## config.mk

```make
export PLATFORM = sky130hd
export DESIGN_NAME = tagchk_store
export DESIGN_NICKNAME = d
export VERILOG_FILES = /design/src/rtl/tagchk_store.sv
export SDC_FILE = /design/constraint.sdc
export NUM_CORES = 1
export LEC_CHECK = 0
export BUFFER_PORTS_ARGS = -buffer_cell sky130_fd_sc_hd__buf_2
export CAP_MARGIN = 30
export CORE_ASPECT_RATIO = 1.1
export CORE_MARGIN = 1
export CORE_UTILIZATION = 41
export DETAILED_ROUTE_END_ITERATION = 10
export GPL_TIMING_DRIVEN = 1
export PLACE_DENSITY = 0.61
export SYNTH_ARGS = -nofsm -noshare
export SYNTH_HDL_FRONTEND = slang
export SYNTH_SLANG_ARGS = --single-unit
```

## constraint.sdc

```tcl
create_clock -name clk -period 4.2 [get_ports clk]
set_clock_uncertainty 0.1 [all_clocks]
set_input_delay 0.21 -clock clk [delete_from_list [all_inputs] [get_ports clk]]
set_output_delay 0.21 -clock clk [all_outputs]
set_load 0.01 [all_outputs]
```

## src/rtl/tagchk_store.sv

```systemverilog
module tagchk_store #(
  parameter int DATA_W = 24,
  parameter int TAG_W  = 3,
  parameter int DEPTH  = 16,
  localparam int ADDR_W = $clog2(DEPTH),
  localparam int WORD_W = DATA_W + TAG_W
) (
  input  logic              clk,
  input  logic              wr_en,
  input  logic [ADDR_W-1:0] addr,
  input  logic [DATA_W-1:0] wdata,
  input  logic [TAG_W-1:0]  wtag,
  output logic [DATA_W-1:0] rdata,
  output logic [TAG_W-1:0]  rtag
);
  logic [WORD_W-1:0] cells [DEPTH];

  always_ff @(posedge clk) begin
    if (wr_en) cells[addr] <= {wtag, wdata};
  end

  assign {rtag, rdata} = cells[addr];
endmodule

```

=== After elaboration in Yosys (flattened, before gate mapping) ===
Memories as Yosys holds them, arrays and structs flattened.
Cells that the tools add are included.

* Register bits after elaboration: 0
* RAM bits: 432
* Input port bits: 33
* Output and inout port bits: 27
* Logic and storage cells: 3
* Memories: 1

* Mux-type cells: 2

{| class="wikitable"
|+ Memory list
! memory !! words !! bits a word !! rd ports !! clocked after memory_dff !! wr ports !! line !! RTL
|-
| cells || 16 || 27 || 1 || 0 || 1 || 16 || <nowiki>logic [WORD_W-1:0] cells [DEPTH];</nowiki>
|}

{| class="wikitable"
|+ Operators with widths
! kind !! number
|-
| 1-bit 2-to-1 mux || 2
|}

=== Depth between registers and ports, before layout ===
Gate-level depths: netlist (run 1).

* Depth after elaboration: 2
* Gate-level depth with buffers: 6
* Depth with buffers taken out: 3

=== Least setup slack after synthesis (run 1) ===
No wires, ideal clock.

* Path kind: in2reg
* From: input addr[1]
* To: memory cells[0][0] in the netlist's numbering (enable)
* Setup time: 445 ps
* Data arrival time: 2646 ps
* Required time: 3655 ps
* Path slack: 1010 ps
* Stages: 4
* Path buffers: 3
* Cells stage by stage: buf_2 buf_4 clkbuf_1 nor3_1

{| class="wikitable"
|+ RTL lines
! element !! line !! RTL
|-
| start, declared || 10 || <nowiki>input logic [ADDR_W-1:0] addr,</nowiki>
|-
| end, declared || 16 ||
|}

Straight into the memory's write port.

=== Final worst setup path (run 1) ===
* From: input addr[1]
* To: output rtag[2]

* Word-level cells in the longest chain between the ends: 1

{| class="wikitable"
|+ Ends and longest elaborated chain
! element !! line !! RTL
|-
| memory read 16 x 27 bit || -- ||
|-
| end, declared || 14 || <nowiki>output logic [TAG_W-1:0] rtag</nowiki>
|}

Every way passes these cells.

==> impl_metrics.ini, run 1 <==
[status]
status = completed

[logic_synthesis]
yosysSeqAreaShare = 0.795
ys_types = 19
yosysWarnings = 0
synth_area_leaders = edfxtp_1 80%, mux4_2 13%, mux4_1 2.6%
syn_avg_cell_area_um2 = 23.8
synth_nets = 718
ys_ff_latch = 432
synth_top_area_share = 0.795
synthCells = 685
synth_top_cell_by_area = edfxtp_1
syn_area_mm2 = 0.0163

[detailed_routing]
detail_route.wl_per_cell_um = 25.6
detail_route.first_pass.iterations = 6
ant_nets = 0
drc_errors = 0
drt_wl_total_mm = 34.3
vias = 7483
avgViaCountPerCell = 5.58
drtIter0Drc = 610

[timing]
fin_crit_ns = 2.89
worst_pin_slew_ns = 0.987
layout_setup_ws_ns = 1.31
setup_viol_count_final = 0
slew_viol_final = 0
fin_hold_ws_ns = 0.432
hold_viol = 0
relSlewSlack = 0.342
post-route-period-util = 0.688
finalSetupTns_ns = 0
rsz0062_at_grt = no
max_freq_ghz = 0.346

[flow_run]
drv_cap = 0

[clock_network]
clkSinkCount = 432
cts_resized = 0
root_buffer = clkbuf_16
tritoncts = done
cts_setup_buffers = 0
cts_made_buffers = 41
clock_path_buffers = 3
htreeDepth = 2
clk_pin_slew_ns = 0.06
cts_hold_buf = 27

[layout]
nets = 835
regArea_mm2 = 0.0130
area_delta_synth_final_pct = 16.6
layout-drive-gt1-share = 0.298
multiInputGateArea_mm2 = 0.00325
nFillCells = 3147
top_regs = cells (432)
fin_area_mm2 = 0.0190
regMostFlops = cells
largest_register_ffs = 432

[grt]
grt_busiest_layer = met2
use_met1 = 0.228
groute.layer.met3.usage = 0.0380
antenna_found_initial = 4
grt_pass1_wl_mm = 50.7
overflow = 0
use_met2 = 0.298
grt_pass1_vias = 7985
grt_usage = 0.175
grt_start_max_net_pins = 62

[place]
dpl_cell_area_mm2 = 0.0174
routabilityCongestion = 0.694
place_ws_ns = 1.35
dp_hpwl_mm = 18.6
place.port_buffers = 59

[die]
core_area_mm2 = 0.0392
die_h_um = 211
dieArea_mm2 = 0.0406
chipWidth_um = 192
io_pins = 60
start_util = 0.416
core.rowCount = 76

[power_and_ir_drop]
p_leak_nw = 6.06
p_per_area_mw_per_mm2 = 468
power_mw = 8.89
ir_worst_vdd_mv = 0.308

[setup_path]
worstPathMaxFanout = 56
path_class = in2out
end_kind = primary output
crit_arrival_ns = 2.58
cp-start-kind = input port
cp.required_ns = 3.89

[worst_hold_path]
hold_path_class = in2reg
worst paths after layout:
path                start             to  slack [ns]  cells after the start
hold / removal      wr_en  cells[15][10]        0.43                      3
setup / recovery  addr[1]        rtag[2]        1.31                      6
through the flow:
stage          std cells  utilization
6_report            1342        0.485
5_1_grt             1340        0.485
4_1_cts             1338        0.485
3_5_place_dp        1239        0.445
3_3_place_gp        1238        0.444
2_1_floorplan        685            -
critical path: stages:
cell and delay, ns:
buf_4 0.63, buf_4 0.61, mux4_2 0.39, a22oi_1 0.35, nand2_1 0.16, buf_2 0.17
layout by cell type, fill, tap and decap left out, types with 3 or more instances in the layout:
cell,Yosys,routed
dlygate4sd3_1,0,27
bufinv_16,0,4
buf_4,1,20
nand2_1,28,28
clkinv_1,0,17
diode_2,0,4
buf_12,0,5
edfxtp_1,432,432
mux4_1,16,16
nor3_2,0,4
buf_2,6,57
a22oi_1,54,54
mux4_2,92,92
clkbuf_16,0,43
nor2_4,0,12
clkinv_2,0,3
clkbuf_1,22,4
power by group:
| part | switching (mW) | internal, mW | leakage, nW |
|---|---|---|---|
| registers | 0.0184 | 4.83 | 3.90 |
| clock network | 1.47 | 2.09 | 0.634 |
| logic | 0.274 | 0.199 | 1.53 |
per-layer routing:
metal  up-vias  part of all wire
met1      4065              0.41
met5         -                 0
met2       172              0.51
met4         0             0.017
li1       3203                 -
met3        43             0.054
cells in the mapped netlist:
master,number
mux4_2,92
buf_4,1
buf_6,6
buf_2,6
mux4_1,16
buf_1,1
nor2b_1,2
nand2b_1,2
edfxtp_1,432
nor3_1,4
and2_1,1
nor2_1,13
nand3b_1,2
clkbuf_1,22
nand2_1,28
nand3_1,1
a22oi_1,54
or3b_2,1
buf_8,1
area by class of cell:
class | instances | share of cell area
Sequential cell | 432 | 0.682
Multi-Input combinational cell | 216 | 0.171
Clock buffer | 47 | 0.0574
Timing Repair Buffer | 111 | 0.0444
Tap cell | 507 | 0.0334
Clock inverter | 25 | 0.0109
Antenna cell | 4 | 0.000527
cells by family after synthesis:
kind of cell | count (synthesis) | synth area share
and+or+nand+nor | 54 | 0.0143
DFF | 432 | 0.795
buffers and inverters | 37 | 0.0127
muxes | 108 | 0.153
AOI/OAI and AO/OA | 54 | 0.0249
Note: power is estimated with default switching activity, not from simulation.
==> inputs of run 2 (changes only) <==
--- a/config.mk
+++ b/config.mk
@@ -12,7 +12,7 @@
 export CORE_UTILIZATION = 41
 export DETAILED_ROUTE_END_ITERATION = 10
 export GPL_TIMING_DRIVEN = 1
-export PLACE_DENSITY = 0.61
+export PLACE_DENSITY = 0.63
 export SYNTH_ARGS = -nofsm -noshare
 export SYNTH_HDL_FRONTEND = slang
 export SYNTH_SLANG_ARGS = --single-unit
==> constraint.sdc (replaced) <==
create_clock -name clk -period 2.6 [get_ports clk]
set_clock_uncertainty 0.1 [all_clocks]
set_input_delay 0.13 -clock clk [delete_from_list [all_inputs] [get_ports clk]]
set_output_delay 0.13 -clock clk [all_outputs]
set_load 0.01 [all_outputs]
==> impl_metrics.ini, run 2 (same netlist as run 1, synthesis figures left out) <==
[detailed_routing]
detail_route.wl_per_cell_um = 25.2
drtIter0Drc = 635
detail_route.first_pass.iterations = 5
ant_nets = 0
avgViaCountPerCell = 5.52
drt_wl_total_mm = 34.4
drc_errors = 0
vias = 7531

[clock_network]
clock_path_buffers = 3
clkSinkCount = 432
root_buffer = clkbuf_16
htreeDepth = 2
clk_pin_slew_ns = 0.06
cts_made_buffers = 43
tritoncts = done
cts_resized = 0

[layout]
layout_common_cells = 432 x edfxtp_1, 92 x mux4_2, 57 x buf_2
top_regs = cells (432)
area_delta_synth_final_pct = 18.4
largest_register_ffs = 432
regMostFlops = cells
layout-drive-gt1-share = 0.327
nets = 863
regArea_mm2 = 0.0130
final_common_cell = edfxtp_1
nFillCells = 3146
fin_area_mm2 = 0.0193
multiInputGateArea_mm2 = 0.00327

[status]
status = completed

[die]
die_h_um = 211
chipWidth_um = 192
core_area_mm2 = 0.0392
dieArea_mm2 = 0.0406
core.rowCount = 76
start_util = 0.416
io_pins = 60

[place]
dpl_cell_area_mm2 = 0.0177
routabilityCongestion = 0.711
dp_hpwl_mm = 20.2
place_ws_ns = 0.428
place.port_buffers = 59

[power_and_ir_drop]
p_per_area_mw_per_mm2 = 750
p_clk_frac = 0.403
switching_share = 0.200
power_mw = 14.5
p_leak_nw = 6.24
ir_worst_vdd_mv = 0.460
p_int_mw = 11.6
power_frac_seq = 0.541
p_switching_mw = 2.89
p_comb_frac = 0.055

[grt]
antenna_found_initial = 1
overflow = 0
grt_start_max_net_pins = 34
grt_pass1_wl_mm = 51.2
grt_pass1_vias = 7951
grt_usage = 0.176

[setup_path]
path_buf_inv = 1
worstPathMaxFanout = 1
end_kind = primary output
cp.required_ns = 2.37
slowest_stage = mux4_2
crit_chain = mux4_2, a22oi_1, nand2_1, buf_2
path_class = reg2out
cp_top_family = multiplexers
cp-start-kind = flop
cpPeakStageDelay_ns = 0.49
crit_arrival_ns = 2.04

[timing]
worst_pin_slew_ns = 0.836
relSlewSlack = 0.443
rsz0062_at_grt = no
slew_viol_final = 0
hold_viol = 0
finalSetupTns_ns = 0
fin_crit_ns = 2.27
layout_setup_ws_ns = 0.333
max_freq_ghz = 0.441
post-route-period-util = 0.872
fin_hold_ws_ns = 0.167
setup_viol_count_final = 0

[flow_run]
drv_cap = 0

[worst_hold_path]
hold_path_class = in2reg
==> run 2: cell types whose count changed in the layout (fill, tap and decap cells not counted), sizes merged <==
cell,previous run,this run
buf,84,110
clkinv,20,14
clkbuf,47,52
diode,4,1
clkinvlp,0,2
bufinv,4,3
==> run 2: routing by layer <==
metal	up-vias	routed length [um]	global-route usage
met3	42	1700	0.0301
met2	200	17600	0.291
li1	3251	-	-
met5	-	0	0
met4	0	633	0.0434
met1	4038	14500	0.245
==> run 2: worst min-delay path, delay by kind of cell <==
| kind | cells | cell delay [ns] |
|---|---|---|
| buffers and inverters | 1 | 0.14 |
| and+or+nand+nor | 2 | 0.31 |
==> run 2: worst paths after layout <==
kind | from | endpoint | slack (ns) | cells past startpoint
worst min-delay path | wr_en | cells[13][26] | 0.17 | 3
worst max-delay path | cells[10][12] | rdata[12] | 0.33 | 4
==> run 2: per-stage QoR <==
step,utilization,instances
global placement,0.451,1263
CTS,0.493,1364
detailed placement,0.452,1265
finish,0.493,1365
global route,0.493,1364
floorplan,-,685
==> run 2: power groups by stage <==
stage | clock network [mW] | registers [mW] | logic, mW
floorplan | 0 | 7.98 | 0.430
global placement | 0 | 7.98 | 0.773
detailed placement | 0 | 7.98 | 0.784
CTS | 5.97 | 7.84 | 0.819
global route | 6.21 | 7.84 | 0.866
finish | 5.84 | 7.84 | 0.802
==> run 2: cell type report <==
cell class,count,area share
flip-flops and latches,432,0.672
multi-input cells,216,0.169
clock buffers,52,0.0597
repair buffers,137,0.0575
well taps,507,0.0328
clock inverters,20,0.00901
diodes,1,0.000130
==> run 2: timing repair <==
item,CTS,global route
hold buffers,27,0
hold endpoints to repair,432,0
setup buffers,0,0
==> inputs of run 3 (changes only) <==
--- a/config.mk
+++ b/config.mk
@@ -8,7 +8,7 @@
 export BUFFER_PORTS_ARGS = -buffer_cell sky130_fd_sc_hd__buf_2
 export CAP_MARGIN = 30
 export CORE_ASPECT_RATIO = 1.1
-export CORE_MARGIN = 1
+export CORE_MARGIN = 2
 export CORE_UTILIZATION = 41
 export DETAILED_ROUTE_END_ITERATION = 10
 export GPL_TIMING_DRIVEN = 1
==> impl_metrics.ini, run 3 (same netlist as run 1, synthesis figures left out) <==
[place]
place.port_buffers = 59
dp_hpwl_mm = 20.0
dp.cells = 1265
routabilityCongestion = 0.744
dpl_cell_area_mm2 = 0.0177

[power_and_ir_drop]
ir_worst_vdd_mv = 0.636
p_leak_nw = 6.23
power_mw = 14.4
p_per_area_mw_per_mm2 = 748

[die]
chipWidth_um = 194
io_pins = 60
die_h_um = 213
dieArea_mm2 = 0.0414
start_util = 0.416
core_area_mm2 = 0.0392
core.rowCount = 76

[setup_path]
worstSetupStartpoint = cells[11][19]
cpPeakStageDelay_ns = 0.50
crit_chain = mux4_2, a22oi_1, nand2_1, buf_2
cp.required_ns = 2.37
worstPathMaxFanout = 1
cp-start-kind = flop
end_kind = primary output
slowest_stage = mux4_2
path_class = reg2out
crit_arrival_ns = 1.96
cp_top_family = multiplexers
path_buf_inv = 1

[clock_network]
clk_pin_slew_ns = 0.06
tritoncts = done
clkSinkCount = 432
cts_made_buffers = 42
clock_path_buffers = 3
root_buffer = clkbuf_16
htreeDepth = 2
cts_resized = 0

[layout]
final_common_cell = edfxtp_1
top_regs = cells (432)
regMostFlops = cells
regArea_mm2 = 0.0130
nets = 862
largest_register_ffs = 432
nFillCells = 3117
layout-drive-gt1-share = 0.319
area_delta_synth_final_pct = 18.1
fin_cells = 1369
fin_area_mm2 = 0.0193
multiInputGateArea_mm2 = 0.00326
layout_common_cells = 432 x edfxtp_1, 92 x mux4_2, 57 x buf_2

[worst_hold_path]
hp-start = addr[0]
holdPathEnd = cells[8][1]
holdPathStages = 3
hold_path_class = in2reg

[grt]
grt_usage = 0.170
overflow = 0
grt_pass1_wl_mm = 51.1
grt_start_max_net_pins = 34
grt_pass1_vias = 7885
antenna_found_initial = 1

[timing]
fin_hold_ws_ns = 0.239
rsz0062_at_grt = no
hold_viol = 0
slew_viol_final = 0
relSlewSlack = 0.581
post-route-period-util = 0.844
fin_crit_ns = 2.19
worst_pin_slew_ns = 0.627
setup_viol_count_final = 0
max_freq_ghz = 0.456

[detailed_routing]
ant_nets = 0
detail_route.first_pass.iterations = 5
drt_wl_total_mm = 34.7
vias = 7560
detail_route.wl_per_cell_um = 25.3
drtIter0Drc = 770
avgViaCountPerCell = 5.52
drc_errors = 0

[status]
status = completed

[flow_run]
drv_cap = 0
## run 3: cell types whose count changed in the layout (fill, tap and decap cells not counted)
cell        change
clkinv_1        +1
buf_12          +2
inv_6           -1
clkbuf_1        +7
and2_1          +1
bufinv_16       -1
buf_16          -2
clkinvlp_4      -2
and2_2          -1
## run 3: what timing repair did
action / 4_1_cts / 5_1_grt
hold endpoints to repair: 432 / 0
hold buffers: 27 / 0
buffers inserted: 0 / 0
## run 3: how the worst max path moves through the flow
stage / end / slack [ns] / cells past startpoint
6_report: rdata[19] / 0.41 / 4
5_1_grt: rdata[19] / 0.26 / 4
4_1_cts: rdata[19] / 0.34 / 4
3_5_place_dp: rdata[19] / 0.48 / 6
3_3_place_gp: rdata[19] / 0.47 / 6
2_1_floorplan: cells[0][0] / -0.51 / 4
## run 3: power by group
part,total [mW],switching (mW),internal [mW]
Combinational,0.803,0.455,0.348
Clock,5.78,2.43,3.35
Sequential,7.83,0.0278,7.81
## run 3: layer usage
layer  vias to the layer above  track usage  share of wire
met5                         -            0              0
met4                         0       0.0410          0.017
met3                        44       0.0333          0.050
met2                       189        0.290           0.51
met1                      4072        0.229           0.42
li1                       3255            -              -
## run 3: stage by stage
stage	TNS, ns	utilization	worst slack [ns]
2_1_floorplan	-55.13	-	-0.510
4_1_cts	0	0.492	0.342
3_3_place_gp	0	0.452	0.468
6_report	0	0.492	0.406
3_5_place_dp	0	0.452	0.477
5_1_grt	0	0.492	0.255
## run 3: cell type report
type                       count  share of cell area
clock buffer                  59              0.0612
multi-input combinational    216               0.169
antenna                        1            0.000130
clock inverter                17             0.00643
tap                          507              0.0329
sequential                   432               0.673
timing repair buffer         137              0.0568
